$ cat src/rtl/bvseq_pkg.sv
package bvseq_pkg;

    // digit positions, fastest first
    localparam int F_STICKY = 0;
    localparam int F_FRAC   = 1;
    localparam int F_RND    = 2;
    localparam int F_EXP    = 3;
    localparam int F_SIGN   = 4;
    localparam int F_MODE   = 5;
    localparam int NUM_F    = 6;

    localparam int STR_POINTS = 5;

    typedef enum logic [1:0] {
        KIND_ENUM = 2'd0,
        KIND_BIT  = 2'd1,
        KIND_STR  = 2'd2
    } field_kind_e;

    typedef enum logic [1:0] {
        SQ_IDLE = 2'd0,
        SQ_RUN  = 2'd1,
        SQ_FIN  = 2'd2
    } seq_state_e;

    function automatic int radix_of(input int pos, input int mode_w);
        case (pos)
            F_STICKY, F_RND, F_SIGN: return 2;
            F_FRAC, F_EXP:           return STR_POINTS;
            default:                 return 1 << mode_w;
        endcase
    endfunction

    function automatic int digit_width(input int mode_w);
        int mr;
        mr = ((1 << mode_w) > STR_POINTS) ? (1 << mode_w) : STR_POINTS;
        return $clog2(mr);
    endfunction

    function automatic int total_cases(input int mode_w);
        int t;
        t = 1;
        for (int i = 0; i < NUM_F; i++) t = t * radix_of(i, mode_w);
        return t;
    endfunction

endpackage

$ cat src/rtl/bvseq_digit.sv
module bvseq_digit #(
    parameter int RADIX = 5,
    parameter int DW    = 3
) (
    input  logic          clk,
    input  logic          rst,
    input  logic          clr,
    input  logic          inc,
    output logic [DW-1:0] val,
    output logic          at_max
);
    localparam logic [DW-1:0] TOP = DW'(RADIX - 1);

    assign at_max = (val == TOP);

    always_ff @(posedge clk) begin
        if (rst || clr)
            val <= '0;
        else if (inc)
            val <= at_max ? '0 : val + 1'b1;
    end
endmodule

$ cat src/rtl/bvseq_decode.sv
module bvseq_decode
    import bvseq_pkg::*;
#(
    parameter field_kind_e KIND = KIND_STR,
    parameter int          W    = 8,
    parameter int          DW   = 3
) (
    input  logic [DW-1:0] dig,
    output logic [W-1:0]  value
);
    generate
        if (KIND == KIND_STR) begin : g_str
            always_comb begin
                case (dig)
                    DW'(0):  value = '0;
                    DW'(1):  value = W'(1);
                    DW'(2):  value = {1'b0, {(W-1){1'b1}}};
                    DW'(3):  value = {{(W-1){1'b1}}, 1'b0};
                    default: value = '1;
                endcase
            end
        end else if (KIND == KIND_BIT) begin : g_bit
            assign value = W'(dig != '0);
        end else begin : g_enum
            assign value = W'(dig);
        end
    endgenerate
endmodule

$ cat src/rtl/bvseq_top.sv
module bvseq_top
    import bvseq_pkg::*;
#(
    parameter int MODE_W = 2,
    parameter int EXP_W  = 8,
    parameter int FRAC_W = 23,
    parameter int IDX_W  = $clog2(total_cases(MODE_W))
) (
    input  logic              clk,
    input  logic              rst,
    input  logic              start,
    input  logic              vec_ready,
    output logic              vec_valid,
    output logic [MODE_W-1:0] mode_o,
    output logic              sign_o,
    output logic [EXP_W-1:0]  exp_o,
    output logic              rnd_o,
    output logic [FRAC_W-1:0] frac_o,
    output logic              sticky_o,
    output logic [IDX_W-1:0]  case_idx,
    output logic              done
);
    localparam int DW    = digit_width(MODE_W);
    localparam int TOTAL = total_cases(MODE_W);
    localparam logic [IDX_W-1:0] LAST = IDX_W'(TOTAL - 1);

    seq_state_e state;
    logic       adv, last;
    logic [DW-1:0] dig   [NUM_F];
    logic [NUM_F:0] carry;
    logic [NUM_F-1:0] wrap;

    assign last      = (case_idx == LAST);
    assign vec_valid = (state == SQ_RUN);
    assign adv       = vec_valid && vec_ready && !start;
    assign done      = (state == SQ_FIN) || (vec_valid && last);

    // sequence control and index
    always_ff @(posedge clk) begin
        if (rst) begin
            state    <= SQ_IDLE;
            case_idx <= '0;
        end else if (start) begin
            state    <= SQ_RUN;
            case_idx <= '0;
        end else if (adv) begin
            if (last)
                state <= SQ_FIN;
            else
                case_idx <= case_idx + 1'b1;
        end
    end

    // mixed-radix digit chain
    assign carry[0] = adv && !last;
    generate
        for (genvar i = 0; i < NUM_F; i++) begin : g_dig
            bvseq_digit #(
                .RADIX(radix_of(i, MODE_W)),
                .DW   (DW)
            ) digit_i (
                .clk   (clk),
                .rst   (rst),
                .clr   (start),
                .inc   (carry[i]),
                .val   (dig[i]),
                .at_max(wrap[i])
            );
            assign carry[i+1] = carry[i] && wrap[i];
        end
    endgenerate

    // digit to field value
    bvseq_decode #(.KIND(KIND_BIT),  .W(1),      .DW(DW)) dec_sticky (.dig(dig[F_STICKY]), .value(sticky_o));
    bvseq_decode #(.KIND(KIND_STR),  .W(FRAC_W), .DW(DW)) dec_frac   (.dig(dig[F_FRAC]),   .value(frac_o));
    bvseq_decode #(.KIND(KIND_BIT),  .W(1),      .DW(DW)) dec_rnd    (.dig(dig[F_RND]),    .value(rnd_o));
    bvseq_decode #(.KIND(KIND_STR),  .W(EXP_W),  .DW(DW)) dec_exp    (.dig(dig[F_EXP]),    .value(exp_o));
    bvseq_decode #(.KIND(KIND_BIT),  .W(1),      .DW(DW)) dec_sign   (.dig(dig[F_SIGN]),   .value(sign_o));
    bvseq_decode #(.KIND(KIND_ENUM), .W(MODE_W), .DW(DW)) dec_mode   (.dig(dig[F_MODE]),   .value(mode_o));
endmodule

$ cat config.mk
export PLATFORM = sky130hd
export DESIGN_NAME = bvseq_top
export DESIGN_NICKNAME = d
export VERILOG_FILES = /design/src/rtl/bvseq_pkg.sv /design/src/rtl/bvseq_digit.sv /design/src/rtl/bvseq_decode.sv /design/src/rtl/bvseq_top.sv
export SDC_FILE = /design/constraint.sdc
export NUM_CORES = 1
export LEC_CHECK = 0
export ABC_AREA = 1
export CORE_MARGIN = 8
export CORE_UTILIZATION = 31
export CTS_CLUSTER_SIZE = 25
export DETAILED_ROUTE_END_ITERATION = 8
export HOLD_SLACK_MARGIN = 0.06
export PLACE_DENSITY_LB_ADDON = 0.05
export RECOVER_POWER = 25
export SYNTH_ARGS = -nofsm -noshare
export SYNTH_HDL_FRONTEND = slang
export SYNTH_SLANG_ARGS = --single-unit
$ cat constraint.sdc
create_clock -name clk -period 3.9 [get_ports clk]
set_input_delay 1.17 -clock clk [delete_from_list [all_inputs] [get_ports clk]]
set_output_delay 1.17 -clock clk [all_outputs]
set_load 0.01 [all_outputs]
### Word level (Yosys, flattened, before mapping)

Cells that the tools add are included.

| word-level totals | value |
|---|---|
| output and inout bits | 48 |
| ROM bits | 0 |
| register bits | 30 |
| latch bits | 0 |
| logic and storage cells | 67 |
| memory bits (writable) | 0 |
| input bits | 4 |
| memories kept | 0 |

| operators by class | value |
|---|---|
| $lt $le $gt $ge | 0 |
| multipliers | 0 |
| shift operators | 0 |
| divide/modulo/power cells | 0 |
| $add $sub $neg | 7 |
| mux-type cells | 11 |
| bitwise gates (word level) | 1 |
| reduce and logical (&&, ||, !) cells | 24 |
| eq/ne operators | 15 |

Operator list:

| kind | number |
|---|---|
| $pmux 23 s4 | 1 |
| $pmux 8 s4 | 1 |
| $add 3x1->3 const B | 6 |
| $mux 3 | 6 |
| $eq 3x1->1 const B | 5 |
| $eq 3x2->1 const B | 5 |
| $add 10x1->10 const B | 1 |
| $eq 10x10->1 const B | 1 |
| $logic_and 1x1->1 | 9 |
| $reduce_bool 3->1 | 3 |
| $eq 3x3->1 const B | 2 |
| $logic_not 3->1 | 2 |
| $reduce_and 2->1 | 3 |
| $reduce_bool 2->1 | 2 |
| $mux 1 | 3 |
| $eq 2x1->1 const B | 1 |
| $eq 2x2->1 const B | 1 |
| $logic_not 1->1 | 2 |
| $logic_or 1x1->1 | 2 |
| $reduce_or 2->1 | 1 |
| $not 1->1 | 1 |

### Longest topological paths before layout

Gate-level depths: netlist of run 1.

| depth | value |
|---|---|
| depth in word-level cells | 9 |
| mapped depth | 11 |
| mapped depth without buffers | 10 |

### Hierarchy

Synthesis of run 1 repeated with hierarchy kept, for this count alone.

| unflattened totals | value |
|---|---|
| cell total of the unflattened synthesis | 310 |
| area total of the unflattened synthesis | 1990.7 µm² |

Modules (own cells, without submodules):

| module | seq. area each (µm²) | instances | cells an instance | area an instance (µm²) |
|---|---|---|---|---|
| bvseq_top | 240.2 | 1 | 120 | 758.2 |
| bvseq_digit (g_dig[0].digit_i ...) | 60.1 | 3 | 21 | 138.9 |
| bvseq_digit (g_dig[1].digit_i ...) | 60.1 | 2 | 28 | 180.2 |
| bvseq_decode (dec_frac) | 0.0 | 1 | 28 | 186.4 |
| bvseq_digit (g_dig[5].digit_i) | 60.1 | 1 | 19 | 146.4 |
| bvseq_decode (dec_exp) | 0.0 | 1 | 13 | 73.8 |
| bvseq_decode (dec_rnd ...) | 0.0 | 3 | 3 | 11.3 |
| bvseq_decode (dec_mode) | 0.0 | 1 | 2 | 15.0 |

### Worst setup path before layout of run 1

Ideal clock, no wire load.

| path | value |
|---|---|
| path type | reg-to-output |
| start | reg g_dig[3].digit_i.val[0] |
| end | out exp_o[2] |
| cell stages (with the launch flop) | 5 |
| required time | 2730 ps |
| setup slack | 1431 ps |
| buffers on the path | 1 |
| arrival time | 1299 ps |
| cell sequence | dfxtp_1 -> inv_1 -> ha_1 -> o2111ai_1 -> buf_4 |

| on the way | value |
|---|---|
| cells in the longest elaborated chain, start to end | 2 |
| elaborated cells between the ends (all ways) | 5 |
| those cells by class | eq/ne: 3; mux: 1; reduce/logical: 1 |

Ends and longest elaborated chain:

| what | RTL line | text |
|---|---|---|
| start, declared | bvseq_digit.sv:9 | `output logic [DW-1:0] val,` |
| start signal, assigned | bvseq_digit.sv:20 | `val <= at_max ? '0 : val + 1'b1;` |
| $eq 3x2->1 (tied with other cells) | bvseq_decode.sv:14 | `case (dig)` |
| $pmux 8 s4 (*) | bvseq_decode.sv:14 |  |
| end, declared | bvseq_top.sv:16 | `output logic [EXP_W-1:0] exp_o,` |

Every way passes the cells marked *; elsewhere a longest branch is shown, timed or not.

### Worst setup path in the final report of run 1

| path | value |
|---|---|
| start | reg case_idx[1] |
| end | out done |

| on the way | value |
|---|---|
| cells in the longest elaborated chain, start to end | 3 |

Ends and longest elaborated chain:

| what | RTL line | text |
|---|---|---|
| start, declared | bvseq_top.sv:20 | `output logic [IDX_W-1:0] case_idx,` |
| start signal, assigned | bvseq_top.sv:50 | `case_idx <= case_idx + 1'b1;` |
| $eq 10x10->1 | bvseq_top.sv:33 | `assign last = (case_idx == LAST);` |
| $logic_and 1x1->1 | bvseq_top.sv:36 | `assign done = (state == SQ_FIN) \|\| (vec_valid && last);` |
| $logic_or 1x1->1 | bvseq_top.sv:36 |  |
| end, declared | bvseq_top.sv:21 | `output logic done` |

Every way passes these cells.

==> results.md, run 1 <==
* Status: finished, final reports clean
* Type of the worst setup path: reg2out
* DP Area at around 0.0022 mm²
* Final WL at 3840 µm
* Design area at 0.00231 mm²
* Synth Register Bits at 30
* Total track usage at 8.71%
* Max Used Layer: met4
* Crit-path cells: ha_1 > nand2_1 > nor2_2 > nand3_2 > o21bai_1 > clkdlybuf4s50_1
* Top cells by area, synth: dfxtp_1 (32%), buf_4 (11%), ha_1 (8.1%)
* First-pass GRT wire length at 6200 µm
* Routed wl met3 at 425 µm
* Placement Setup Slack at 0.955 ns
* Synth-to-layout area growth at 24.5%
* Tcrit/Tclk final at 80.8%
* Die area at approximately 0.0087 mm²
* # hold bufs at CTS at 0
* Arr. time, crit path at 1.98 ns
* Clock tree sinks at 30
* Port Buf Inserts at 51
* Final setup fails at 0
* Leak at 0.000858 µW
* Distinct cells, synth at 33
* Final TNS setup at 0 ns
* Metal2 WL at between 1500 and 2000 µm
* Fin worst setup slack at 0.747 ns
* Pwr dens at 257 mW/mm²
* Worst Reg2Reg Path Length in Cells at 9
* Warnings, synthesis at 0
* RSZ-0062 raised after global routing: false
* Vias in the first global route at 1367
* H-tree depth at 2
* Multi-input logic area at ~860 µm²
* Reg2reg setup slack at 1.74 ns
* Max Clock Freq at 0.317 GHz
* Mapped Cells at 254
* Syn_area_per_cell at between 7 and 8 µm²
* Worst-Margin Slew at 0.522 ns
* Worst Path Required at 2.73 ns
* Layout Nets at between 200 and 300
* Biggest fanout along the worst timing path at 4
* Row cnt at 28
* CTS buffer count at 5
* Routability congestion estimate at 0.758
* Die Span Y at 93.3 µm
* Ports at 52
* Die X at a little over 90 µm
* Detail Route Antenna Nets at 0
* HP Start: case_idx[9]
* Peak supply drop at roughly 0.18 mV
* # fillers at between 600 and 700
* Worst Clk Skew at 0.00708 ns
* Hold WC Path Type: reg2reg
* Post-Syn Area at roughly 0.0019 mm²
* DP HPWL at 2910 µm
* Fin. Hold Viols at 0
* Diodes inserted at 0
* Final Max Tran Viols at 0
* Syn nets at 270
* Hold path cells at 2
* Endpoint, Worst Hold: case_idx[9]
* Register area share after synthesis at 32.4%
* Top cell type's share of synthesized area at 32.4%
* Gr ovfl total at 0
* Worst reg2reg startpoint: case_idx[1]
* Slowest cell delay on critical path at 0.56 ns
* Largest area contributor in the netlist: dfxtp_1
* Clock latency on the worst-skew pair at approximately 0.28 ns
* Clock tree buffer depth at 2
* CTS tree: yes
* DR DRC count at 0
* Worst path slowest cell: clkdlybuf4s50_1
* Via count at around 1600
* DR vias/cell at 4.49
* CP Launch Type: flop
* Largest net degree at the start of global routing at 22
* Initial Util at 31.7%
* Iter 0 DRT Violations at just under 80
* Hold WS at 0.488 ns
* Clock Pin Slew Worst Setup and Hold Paths at 0.07 ns
* Maximum Capacitance Violations at 0
* WP buf/inv at 1
* Post-CTS sizing at 0
* CP delay by family, top: buffers and inverters
* Worst reg2reg endpoint: g_dig[1].digit_i.val[1]
* Final Critical Period at 3.15 ns
* DRT met1 WL at 1830 µm
* Register Area at about 600 µm²
* CP Capture Type: output pin
* Share of cells above drive strength 1 at under 10%
* Postcts setup bufs at 0
* DRT Pass-1 Iters at 4
* Routed WL per cell at 10.7 µm
* Initial antenna violation count at 0
* Slew HR at between 60 and 70%
* Core Footprint at 0.00585 mm²
* Root Driver: clkbuf_8
[cell type report]
class	instances	area share [%]
inverters	39	6.40
flip-flops and latches	30	26.0
well taps	75	4.07
multi-input cells	154	37.1
clock inverters	1	0.217
repair buffers	52	22.4
clock buffers	7	3.74
[state kept, by name, summed over array words and instances (netlist names)]
signal	flops
state	2
g_dig.digit_i.val	18
case_idx	10
[worst max path at each step]
stage / slack (ns) / depth (start not counted) / endpoint / startpoint
3_5_place_dp: 0.95 / 7 / case_idx[9] / start
5_1_grt: 0.55 / 8 / case_idx[9] / vec_ready
3_3_place_gp: 0.96 / 7 / case_idx[9] / start
6_report: 0.75 / 6 / done / case_idx[1]
2_1_floorplan: 1.43 / 4 / exp_o[2] / g_dig[3].digit_i.val[0]
4_1_cts: 0.68 / 6 / done / case_idx[1]
[metal layers]
layer	vias up	track usage (%)
met2	58	13.3
li1	848	-
met4	0	4.03
met5	-	0
met3	6	3.37
met1	697	10.5
[Yosys cell counts (all sizes together)]
library cell and instances:
nor3 6, inv 37, o211ai 1, buf 30, nor3b 1, xor2 2
nor4 1, o32ai 1, dfxtp 30, or2 1, o21bai 2, a21oi 20
ha 12, nand2 39, or3 1, clkbuf 1, o2111ai 1, clkinv 2
nand3 11, o21ai 24, nand4 5, nor2 26
[kinds of logic after synthesis]
kind of cell | count (synthesis) | share of synthesized area [%]
xor gates and xnor gates | 2 | 0.945
AOI/OAI and AO/OA | 49 | 14.0
adders and majority gates | 12 | 8.10
DFF | 30 | 32.4
buffers and inverters | 70 | 20.6
and+or+nand+nor | 91 | 23.9
[worst min-delay path, stage by stage (launching register included)]
cell     delay [ns]
dfxtp_1        0.31
inv_1          0.08
a21oi_1        0.06
[power breakdown]
| group | total, µW | internal, µW | switching (µW) |
|---|---|---|---|
| Clock | 262 | 142 | 120 |
| Combinational | 22.9 | 9.19 | 13.7 |
| Sequential | 309 | 308 | 1.19 |
[per-stage QoR]
stage	cells	total power [µW]	util, %
2_1_floorplan	254	331	-
5_1_grt	358	620	39.5
6_report	358	594	39.5
3_5_place_dp	350	341	38.2
4_1_cts	358	609	39.7
3_3_place_gp	350	341	38.2
[cell usage in the layout (no fill, tap or decap), types with 2 or more instances in the layout]
| cell | synthesis | layout |
|---|---|---|
| nand2_2 | 4 | 3 |
| nor2_2 | 3 | 3 |
| clkinv_1 | 2 | 2 |
| inv_1 | 33 | 33 |
| dlygate4sd3_1 | 0 | 10 |
| clkbuf_8 | 0 | 6 |
| nand4_1 | 4 | 4 |
| nor2_1 | 22 | 22 |
| nand3_1 | 10 | 10 |
| ha_1 | 12 | 12 |
| a21oi_1 | 20 | 20 |
| o21ai_0 | 20 | 20 |
| nand2_1 | 35 | 36 |
| inv_2 | 3 | 3 |
| o21bai_1 | 2 | 2 |
| dfxtp_1 | 30 | 30 |
| nor3_1 | 5 | 6 |
| xor2_1 | 2 | 2 |
| o21ai_1 | 4 | 4 |
| clkdlybuf4s50_1 | 0 | 41 |
(Power assumes the default switching activity.)
==> inputs of run 2 (changes only) <==
==> constraint.sdc (replaced) <==
create_clock -name clk -period 3 [get_ports clk]
set_input_delay 0.9 -clock clk [delete_from_list [all_inputs] [get_ports clk]]
set_output_delay 0.9 -clock clk [all_outputs]
set_load 0.01 [all_outputs]
==> run 2 against run 1 <==
  * Utilization up 0.26 points
  * First-iteration DRC count fell by 52%
  * Clock power is 23% higher
  * Critical path type unchanged
==> results.md, run 2 (same netlist as run 1, synthesis figures left out) <==
* Clock Pin Slew Worst Setup and Hold Paths at 0.06 ns (about the same)
* Worst Path Required at 2.10 ns (-0.63 ns)
* DRT Pass-1 Iters at 4 (unchanged)
* Hold WC Path Type: reg2reg
* Reg with most FFs: g_dig.digit_i.val
* Commonest non-fill, non-tap cell in the layout: clkdlybuf4s50_1
* Fin. Hold Viols at 0 (unchanged)
* Pwr dens at 324 mW/mm² (+26%)
* Port Buf Inserts at 51 (unchanged)
* DP HPWL at 3030 µm (+4.0%)
* Diodes inserted at 0 (unchanged)
* CTS buffer count at 5 (unchanged)
* Die Span Y at 93.3 µm (unchanged)
* Final TNS setup at 0 ns (unchanged)
* Die area at 0.00871 mm² (unchanged)
* Worst-Margin Slew at 0.547 ns (+0.0242 ns)
* Total track usage at 9.24% (+0.53 points)
* CP Capture Type: output pin
* DR DRC count at 0 (unchanged)
* Share of cells above drive strength 1 at 8.13% (+0.35 points)
* Design Power at 753 µW (+27%)
* DR vias/cell at 4.44 (-1.2%)
* Worst Clk Skew at 0.00265 ns (-0.00443 ns)
* Peak supply drop at 0.166 mV (-6.4%)
* Max Clock Freq at approximately 0.35 GHz
* CP Launch Type: flop
* Core Footprint at 0.00585 mm² (unchanged)
* Ports at 52 (unchanged)
* # hold bufs at CTS at 0 (unchanged)
* Biggest fanout along the worst timing path at 4 (unchanged)
* H-tree depth at 2 (unchanged)
* Final Max Tran Viols at 0 (unchanged)
* Initial antenna violation count at 0 (unchanged)
* Slew HR at 63.3% (-1.6 points)
* Vias in the first global route at 1452 (+6.2%)
* Row cnt at 28 (unchanged)
* Largest net degree at the start of global routing at 22 (unchanged)
* Final setup fails at 0 (unchanged)
* Initial Util at 31.7% (unchanged)
* Regs by FF count: g_dig.digit_i.val: 18 flops, case_idx: 10 flops, state: 2 flops
* Routed WL per cell at 10.9 µm (+1.7%)
* First-pass GRT wire length at 6540 µm (+5.6%)
* Max FFs per register at 18 (unchanged)
* Root Driver: clkbuf_8
* Detail Route Antenna Nets at 0 (unchanged)
* Layout Nets at 300 (+0.67%)
* Arr. time, crit path at 1.96 ns (-0.02 ns)
* Most frequent cells in the layout: clkdlybuf4s50_1 (38), nand2_1 (36), inv_1 (33)
* CTS tree: yes
* Die X at 93.3 µm (unchanged)
* Gr ovfl total at 0 (unchanged)
* Clock latency on the worst-skew pair at 0.28 ns (about the same)
* Clock tree sinks at 30 (unchanged)
* Status: finished, final reports clean
* Routability congestion estimate at 0.799 (+5.4%)
* Clock tree buffer depth at 2 (unchanged)
* Synth-to-layout area growth at 25.3%
* Maximum Capacitance Violations at 0 (unchanged)
* RSZ-0062 raised after global routing: false
* Final Critical Period at between 2 and 3 ns
* Via count at 1590 (-1.2%)
* Tcrit/Tclk final at 95.5%
* Iter 0 DRT Violations at 37 (-52%)
* Type of the worst setup path: reg2out
* Leak at 0.000883 µW (+2.9%)
* Final WL at 3900 µm (+1.7%)
==> run 2: changes by cell type in the layout (fill, tap and decap cells not counted), sizes merged <==
cell / delta
buf: +1
clkdlybuf4s50: -3
clkinvlp: -1
dlygate4sd3: +3
inv: +1
clkinv: -1
==> run 2: repair_timing <==
| item | in CTS | in global routing |
|---|---|---|
| buffers inserted | 0 | 0 |
| gates resized for setup | 0 | 2 |
| endpoints found under the setup margin | 0 | 7 |
==> run 2: final timing paths <==
check	end	slack, ns	cells past startpoint	startpoint
setup / recovery	done	0.14	6	case_idx[1]
hold / removal	case_idx[9]	0.49	2	case_idx[9]
setup reg to reg	g_dig[1].digit_i.val[2]	1.07	10	case_idx[1]
hold reg to reg	case_idx[9]	0.49	2	case_idx[9]
==> run 2: final cells by class <==
type / instances / area [µm²]
fill: 616 / 3530
multi-input combinational: 154 / 868
sequential: 30 / 601
timing repair buffer: 54 / 529
inverter: 39 / 149
tap: 75 / 93.8
clock buffer: 6 / 82.6
==> run 2: power breakdown <==
group | internal (µW) | switching (µW)
Combinational | 13.1 | 17.9
Sequential | 400 | 1.48
Clock | 177 | 144
==> run 2: stage by stage <==
stage | hold WS (ns) | util, % | instance area (µm²) | setup slack (ns) | instances
detailed placement | 0.482 | 38.4 | 2250 | 0.365 | 352
CTS | 0.495 | 39.8 | 2330 | 0.0471 | 358
global placement | 0.481 | 38.4 | 2250 | 0.345 | 352
floorplan | 0.466 | - | 1850 | 0.801 | 254
global route | 0.520 | 39.7 | 2320 | 0.0139 | 358
finish | 0.486 | 39.7 | 2320 | 0.135 | 358
==> run 2: metal layers <==
| layer | part of all wire (%) | vias up | GRT usage, % |
|---|---|---|---|
| li1 | - | 853 | - |
| met1 | 47 | 682 | 10.9 |
| met2 | 40 | 50 | 13.8 |
| met3 | 12 | 5 | 4.57 |
| met4 | 1.7 | 0 | 4.03 |
| met5 | 0 | - | 0 |
==> run 2: worst max-delay path: stages (launching register included) <==
cell	delay (ns)
dfxtp_1	0.38
ha_1	0.18
nand2_1	0.13
nor2_4	0.13
nand3_2	0.13
o21bai_1	0.17
clkdlybuf4s50_1	0.56
